$ cat src/rtl/csm_pkg.sv
package csm_pkg;

  // Every full coefficient slice spans this many bits.
  localparam int SLICE_W = 3;
  // Number of pattern multiples formed by the shared bank (0x .. 7x).
  localparam int BANK_SZ = 1 << SLICE_W;

  // Number of slices needed for an n-bit coefficient.
  function automatic int slice_count(input int n);
    return (n + SLICE_W - 1) / SLICE_W;
  endfunction

  // Width of slice k; only the last slice can be narrower.
  function automatic int slice_width(input int n, input int k);
    int rem;
    rem = n - k * SLICE_W;
    return (rem >= SLICE_W) ? SLICE_W : rem;
  endfunction

  // Bit position of the least significant bit of slice k inside the
  // coefficient word; it is also the left shift applied to that slice's
  // term when the product is aligned to integer units.
  function automatic int slice_lsb(input int n, input int k);
    return n - k * SLICE_W - slice_width(n, k);
  endfunction

endpackage

$ cat src/rtl/csm_pattern_bank.sv
// Forms every multiple 0x..7x of the sample once, with three adders.
module csm_pattern_bank
  import csm_pkg::*;
#(
  parameter int W = 16
) (
  input  logic [W-1:0]               x_i,
  output logic [BANK_SZ*(W+3)-1:0]   bank_o
);

  localparam int BW = W + 3;

  logic signed [BW-1:0] m0, m1, m2, m3, m4, m5, m6, m7;

  // Single-one patterns are wiring only.
  assign m0 = '0;
  assign m1 = BW'(signed'(x_i));
  assign m2 = m1 <<< 1;
  assign m4 = m1 <<< 2;

  // Adder 1: pattern 110 = 4x + 2x.
  assign m6 = m4 + m2;
  // Pattern 011 is pattern 110 moved down one place: no adder.
  assign m3 = m6 >>> 1;
  // Adder 2: pattern 111 reuses 110.
  assign m7 = m6 + m1;
  // Adder 3: pattern 101.
  assign m5 = m4 + m1;

  assign bank_o = {m7, m6, m5, m4, m3, m2, m1, m0};

endmodule

$ cat src/rtl/csm_slice_term.sv
// One coefficient slice: picks a bank entry and applies its fixed shift.
module csm_slice_term #(
  parameter int BW  = 19,
  parameter int PW  = 34,
  parameter int SB  = 3,
  parameter int LSB = 0
) (
  input  logic [SB-1:0]           sel_i,
  input  logic [(1<<SB)*BW-1:0]   bank_i,
  output logic signed [PW-1:0]    term_o
);

  localparam int NIN = 1 << SB;

  logic signed [BW-1:0] pick;

  generate
    if (NIN == 8) begin : g_full
      // 8:1 selection over the whole bank.
      always_comb begin
        case (sel_i)
          3'd0:    pick = signed'(bank_i[0*BW +: BW]);
          3'd1:    pick = signed'(bank_i[1*BW +: BW]);
          3'd2:    pick = signed'(bank_i[2*BW +: BW]);
          3'd3:    pick = signed'(bank_i[3*BW +: BW]);
          3'd4:    pick = signed'(bank_i[4*BW +: BW]);
          3'd5:    pick = signed'(bank_i[5*BW +: BW]);
          3'd6:    pick = signed'(bank_i[6*BW +: BW]);
          default: pick = signed'(bank_i[7*BW +: BW]);
        endcase
      end
    end else begin : g_narrow
      // Trailing slice: a 4:1 or 2:1 selection over the low entries.
      always_comb begin
        pick = signed'(bank_i[sel_i*BW +: BW]);
      end
    end
  endgenerate

  generate
    if (LSB == 0) begin : g_noshift
      assign term_o = PW'(pick);
    end else begin : g_shift
      assign term_o = PW'(pick) <<< LSB;
    end
  endgenerate

endmodule

$ cat src/rtl/csm_adder_tree.sv
// Balanced binary adder tree laid out as a heap: node 1 is the root,
// leaves sit at LEAVES..2*LEAVES-1, unused leaves are tied to zero.
module csm_adder_tree #(
  parameter int PW = 34,
  parameter int NT = 6
) (
  input  logic [NT*PW-1:0]       terms_i,
  output logic signed [PW-1:0]   sum_o
);

  localparam int LV     = (NT > 1) ? $clog2(NT) : 0;
  localparam int LEAVES = 1 << LV;

  logic signed [PW-1:0] node [1:2*LEAVES-1];

  generate
    for (genvar j = 0; j < LEAVES; j++) begin : g_leaf
      if (j < NT) begin : g_used
        assign node[LEAVES + j] = signed'(terms_i[j*PW +: PW]);
      end else begin : g_pad
        assign node[LEAVES + j] = '0;
      end
    end
    for (genvar i = 1; i < LEAVES; i++) begin : g_sum
      assign node[i] = node[2*i] + node[2*i + 1];
    end
  endgenerate

  assign sum_o = node[1];

endmodule

$ cat src/rtl/csm_coef_mult.sv
// Constant-shift coefficient multiplier: shared pattern bank, one mux per
// 3-bit coefficient slice, hardwired shifts and an adder tree.
module csm_coef_mult
  import csm_pkg::*;
#(
  parameter int W       = 16,
  parameter int N       = 16,
  parameter bit OUT_REG = 1'b1
) (
  input  logic             clk,
  input  logic             rst,
  input  logic [W-1:0]     x_i,
  input  logic [N-1:0]     coef_i,
  output logic [W+N+1:0]   prod_o
);

  localparam int BW = W + 3;
  localparam int PW = W + N + 2;
  localparam int NS = slice_count(N);

  logic [BANK_SZ*BW-1:0] bank;
  logic [NS*PW-1:0]      terms;
  logic signed [PW-1:0]  sum;

  csm_pattern_bank #(.W(W)) u_bank (
    .x_i    (x_i),
    .bank_o (bank)
  );

  generate
    for (genvar k = 0; k < NS; k++) begin : g_slice
      localparam int SB  = slice_width(N, k);
      localparam int LSB = slice_lsb(N, k);
      csm_slice_term #(
        .BW  (BW),
        .PW  (PW),
        .SB  (SB),
        .LSB (LSB)
      ) u_term (
        .sel_i  (coef_i[LSB +: SB]),
        .bank_i (bank[(1<<SB)*BW-1:0]),
        .term_o (terms[k*PW +: PW])
      );
    end
  endgenerate

  csm_adder_tree #(.PW(PW), .NT(NS)) u_tree (
    .terms_i (terms),
    .sum_o   (sum)
  );

  generate
    if (OUT_REG) begin : g_reg
      always_ff @(posedge clk) begin
        if (rst) prod_o <= '0;
        else     prod_o <= sum;
      end
    end else begin : g_comb
      assign prod_o = sum;
    end
  endgenerate

endmodule

$ cat config.mk
export PLATFORM = sky130hd
export DESIGN_NAME = csm_coef_mult
export DESIGN_NICKNAME = d
export VERILOG_FILES = /design/src/rtl/csm_pkg.sv /design/src/rtl/csm_pattern_bank.sv /design/src/rtl/csm_slice_term.sv /design/src/rtl/csm_adder_tree.sv /design/src/rtl/csm_coef_mult.sv
export SDC_FILE = /design/constraint.sdc
export NUM_CORES = 1
export LEC_CHECK = 0
export ABC_AREA = 0
export ABC_CLOCK_PERIOD_IN_PS = 19050
export BUFFER_PORTS_ARGS = -buffer_cell sky130_fd_sc_hd__buf_4
export CORE_MARGIN = 2
export CORE_UTILIZATION = 40
export DETAILED_ROUTE_END_ITERATION = 10
export HOLD_SLACK_MARGIN = 0.03
export PLACE_DENSITY_LB_ADDON = 0.05
export SKIP_CTS_REPAIR_TIMING = 1
export SLEW_MARGIN = 20
export SYNTH_ARGS = -nofsm -noshare
export SYNTH_HDL_FRONTEND = slang
export SYNTH_HIERARCHICAL = 1
export SYNTH_SLANG_ARGS = --single-unit
$ cat constraint.sdc
create_clock -name clk -period 19.05 [get_ports clk]
set_clock_uncertainty 0.1 [all_clocks]
set_input_delay 4.7625 -clock clk [delete_from_list [all_inputs] [get_ports clk]]
set_output_delay 4.7625 -clock clk [all_outputs]
set_load 0.02 [all_outputs]
==> results_dict.tcl <==
set metrics [dict create \
    status "finished clean" \
    die_w_um 211 \
    final_util_pct 38.6 \
    io_buffers 67 \
    power.total_mw 2.99 \
    cts_made_buffers 5 \
    hpwl_um 44700 \
    cts_tree "yes" \
    seq_power_share_pct 4.2 \
    ys_seq_elements 34 \
    wire_per_inst_um 24.2 \
    top_register "prod_o" \
    fillers 4465 \
    worstPathRequired_ns 19.12 \
    grt_max_degree 75 \
    hold_class "in2reg" \
    fmax_mhz 73.6 \
    rsz0062_at_grt "no" \
    drc 0 \
    fin_area_sq_um 16300 \
    num_antenna_cells 0 \
    place_area_sq_um 16100 \
    synth_fa_ha_area_share_pct 21.4 \
    layout_common_cells "inv_1, a21oi_1, nand2_1" \
    ir_drop_v 0.000189 \
    clk_pin_slew_ns 0.05 \
    syn_area_sq_um 17100 \
    antenna_found_initial 0 \
    chipHeight_um 211 \
    slew_headroom_pct 21.9 \
    ys_seq_area_share_pct 3.98 \
    rows 75 \
    largest_reg_flops 34 \
    syn2layout_area_growth_pct -4.87 \
    swShare_pct 54.6 \
    drive_gt1_share_pct 10.9 \
    final_common_cell "inv_1" \
    grt_pass1_wl_um 96300 \
    critPathKind "in2reg" \
    ant_nets 0 \
    place_congestion 0.917 \
    synth_top_area_share_pct 15.7 \
    cts.path.max_buffers 2 \
    overflow 0 \
    synth_xor_area_share_pct 3.07 \
    clock-sinks 34 \
    viasPerCell 6.14 \
    slowest_delay_ns 0.78 \
    ioPinCount 68 \
    synth_mux_area_share_pct 6.18 \
    synth_cell_types 91 \
    path_common_cell "inv_1" \
    track_usage_pct 28.3 \
    synth_top_family_by_area "compound AO/OA/AOI/OAI gates" \
    setup_viol 0 \
    drv_cap 0 \
    synth-simple-area-share_pct 13.9 \
    p_sw_mw 1.63 \
    p_int_mw 1.36 \
    syn_avg_cell_area_sq_um 7.67 \
    finalCritPeriodShare_pct 71.3 \
    arrival_ns 13.66 \
    hold_viol 0 \
    synth_warnings 6 \
    wl_um 62800 \
    path_max_fanout 38 \
    first_pass_iters 7 \
    yosys.area.top_type "fa_1" \
    grt_pass1_vias 15800 \
    drt-initial-drc-count 1855 \
    synth_compound_area_share_pct 28.9 \
    coreArea_sq_um 42100 \
    synth_edf_count 0 \
    end_kind "register" \
    ys.flop_type "dfxtp_1" \
    synth_area_leaders "fa_1, buf_4, inv_1, a221oi_1, ha_1" \
    final_max_slew_viol_count 0 \
    clkPwrFrac_pct 2.7 \
    reg_top3 "prod_o (34)" \
    comb_power_share_pct 93.1 \
    cts_root_buf "clkbuf_16" \
    tightest_slew_ns 1.17 \
    power_density_nw_per_um2 184 \
    cp_slowest_cell "xnor2_1" \
    async_flop_share_pct 0 \
    num_vias 15900 \
    die_area_sq_um 44500 \
    cp-start-kind "primary input" \
    synthCells 2233 \
    start_util_pct 40.6 \
    fin_crit_ns 13.59 \
    htree_levels 2 \
    finalNetCount 2300 \
    setup_tns_ns 0 \
    leakage_nw 7.36 \
]
-- stage by stage --
stage / cells / worst slack [ns] / hold slack, ns
finish: 2594 / 5.46 / 4.76
global route: 2594 / 4.80 / 4.78
CTS: 2594 / 5.53 / 4.76
detailed placement: 2586 / 5.26 / 5.06
global placement: 2586 / 5.40 / 5.06
floorplan: 2285 / 6.83 / 4.85
-- Yosys cell counts, types with 7 or more instances --
master / instances
a211oi_1: 8
a21o_1: 39
a21oi_1: 184
a221oi_1: 116
a221oi_2: 12
a22oi_1: 62
a31oi_1: 18
a41oi_1: 20
and2_1: 14
and3_1: 9
buf_2: 41
buf_4: 223
buf_6: 50
clkbuf_1: 8
dfxtp_1: 34
fa_1: 134
ha_1: 78
inv_1: 356
mux2_2: 41
mux2_4: 15
mux2i_1: 37
nand2_1: 166
nand2b_1: 11
nand3_1: 15
nand3b_1: 21
nand4_1: 7
nor2_1: 83
nor2b_1: 48
nor3_1: 20
o21a_1: 16
o21ai_0: 78
o221ai_1: 10
o22a_1: 60
xnor2_1: 43
xor2_1: 17
-- cells by family after synthesis --
family          count (synthesis)
compound gates                689
buf+inv                       684
simple gates                  455
fa+ha+maj                     212
mux                            93
xor+xnor                       60
flops                          34
other cells                     6
-- path summary, 6_finish.rpt --
path	startpoint	end	depth (start not counted)
max	x_i[0]	prod_o[33]	32
min	rst	prod_o[6]	2
-- cell type report --
class                           instances  area, sq um  share of cell area, %
Clock buffer                            6          139                  0.853
Sequential cell                        34          681                   4.18
Multi-Input combinational cell       1567        12800                   78.5
Tap cell                              539          674                   4.14
Timing Repair Buffer                   85          638                   3.92
Clock inverter                          2         12.5                 0.0768
Inverter                              361         1360                   8.32
-- critical path, delay by kind of cell --
kind	cells	cell delay, ns
adders and majority gates	7	3.19
AOI/OAI and AO/OA	8	1.94
buffers and inverters	6	0.66
xor gates and xnor gates	2	0.93
and+or+nand+nor	9	2.14
-- routing by layer --
metal / GRT usage, % / wire length, um / vias to the layer above / share of wire, %
met4: 13.3 / 3530 / 0 / 5.6
met3: 4.76 / 5560 / 196 / 8.9
met2: 44.8 / 27700 / 876 / 44
li1: - / - / 7160 / -
met5: 0 / 0 / - / 0
met1: 37.5 / 26000 / 7689 / 41
-- power groups by stage --
| stage | combinational, mW | sequential, mW | clock (mW) |
|---|---|---|---|
| after floorplan | 2.16 | 0.163 | 0 |
| after global placement | 2.78 | 0.127 | 0 |
| after detailed placement | 2.79 | 0.127 | 0 |
| after CTS | 2.81 | 0.126 | 0.0832 |
| after global routing | 3.18 | 0.128 | 0.0866 |
| final | 2.79 | 0.125 | 0.0798 |
Power figures use the tool's default switching activity.
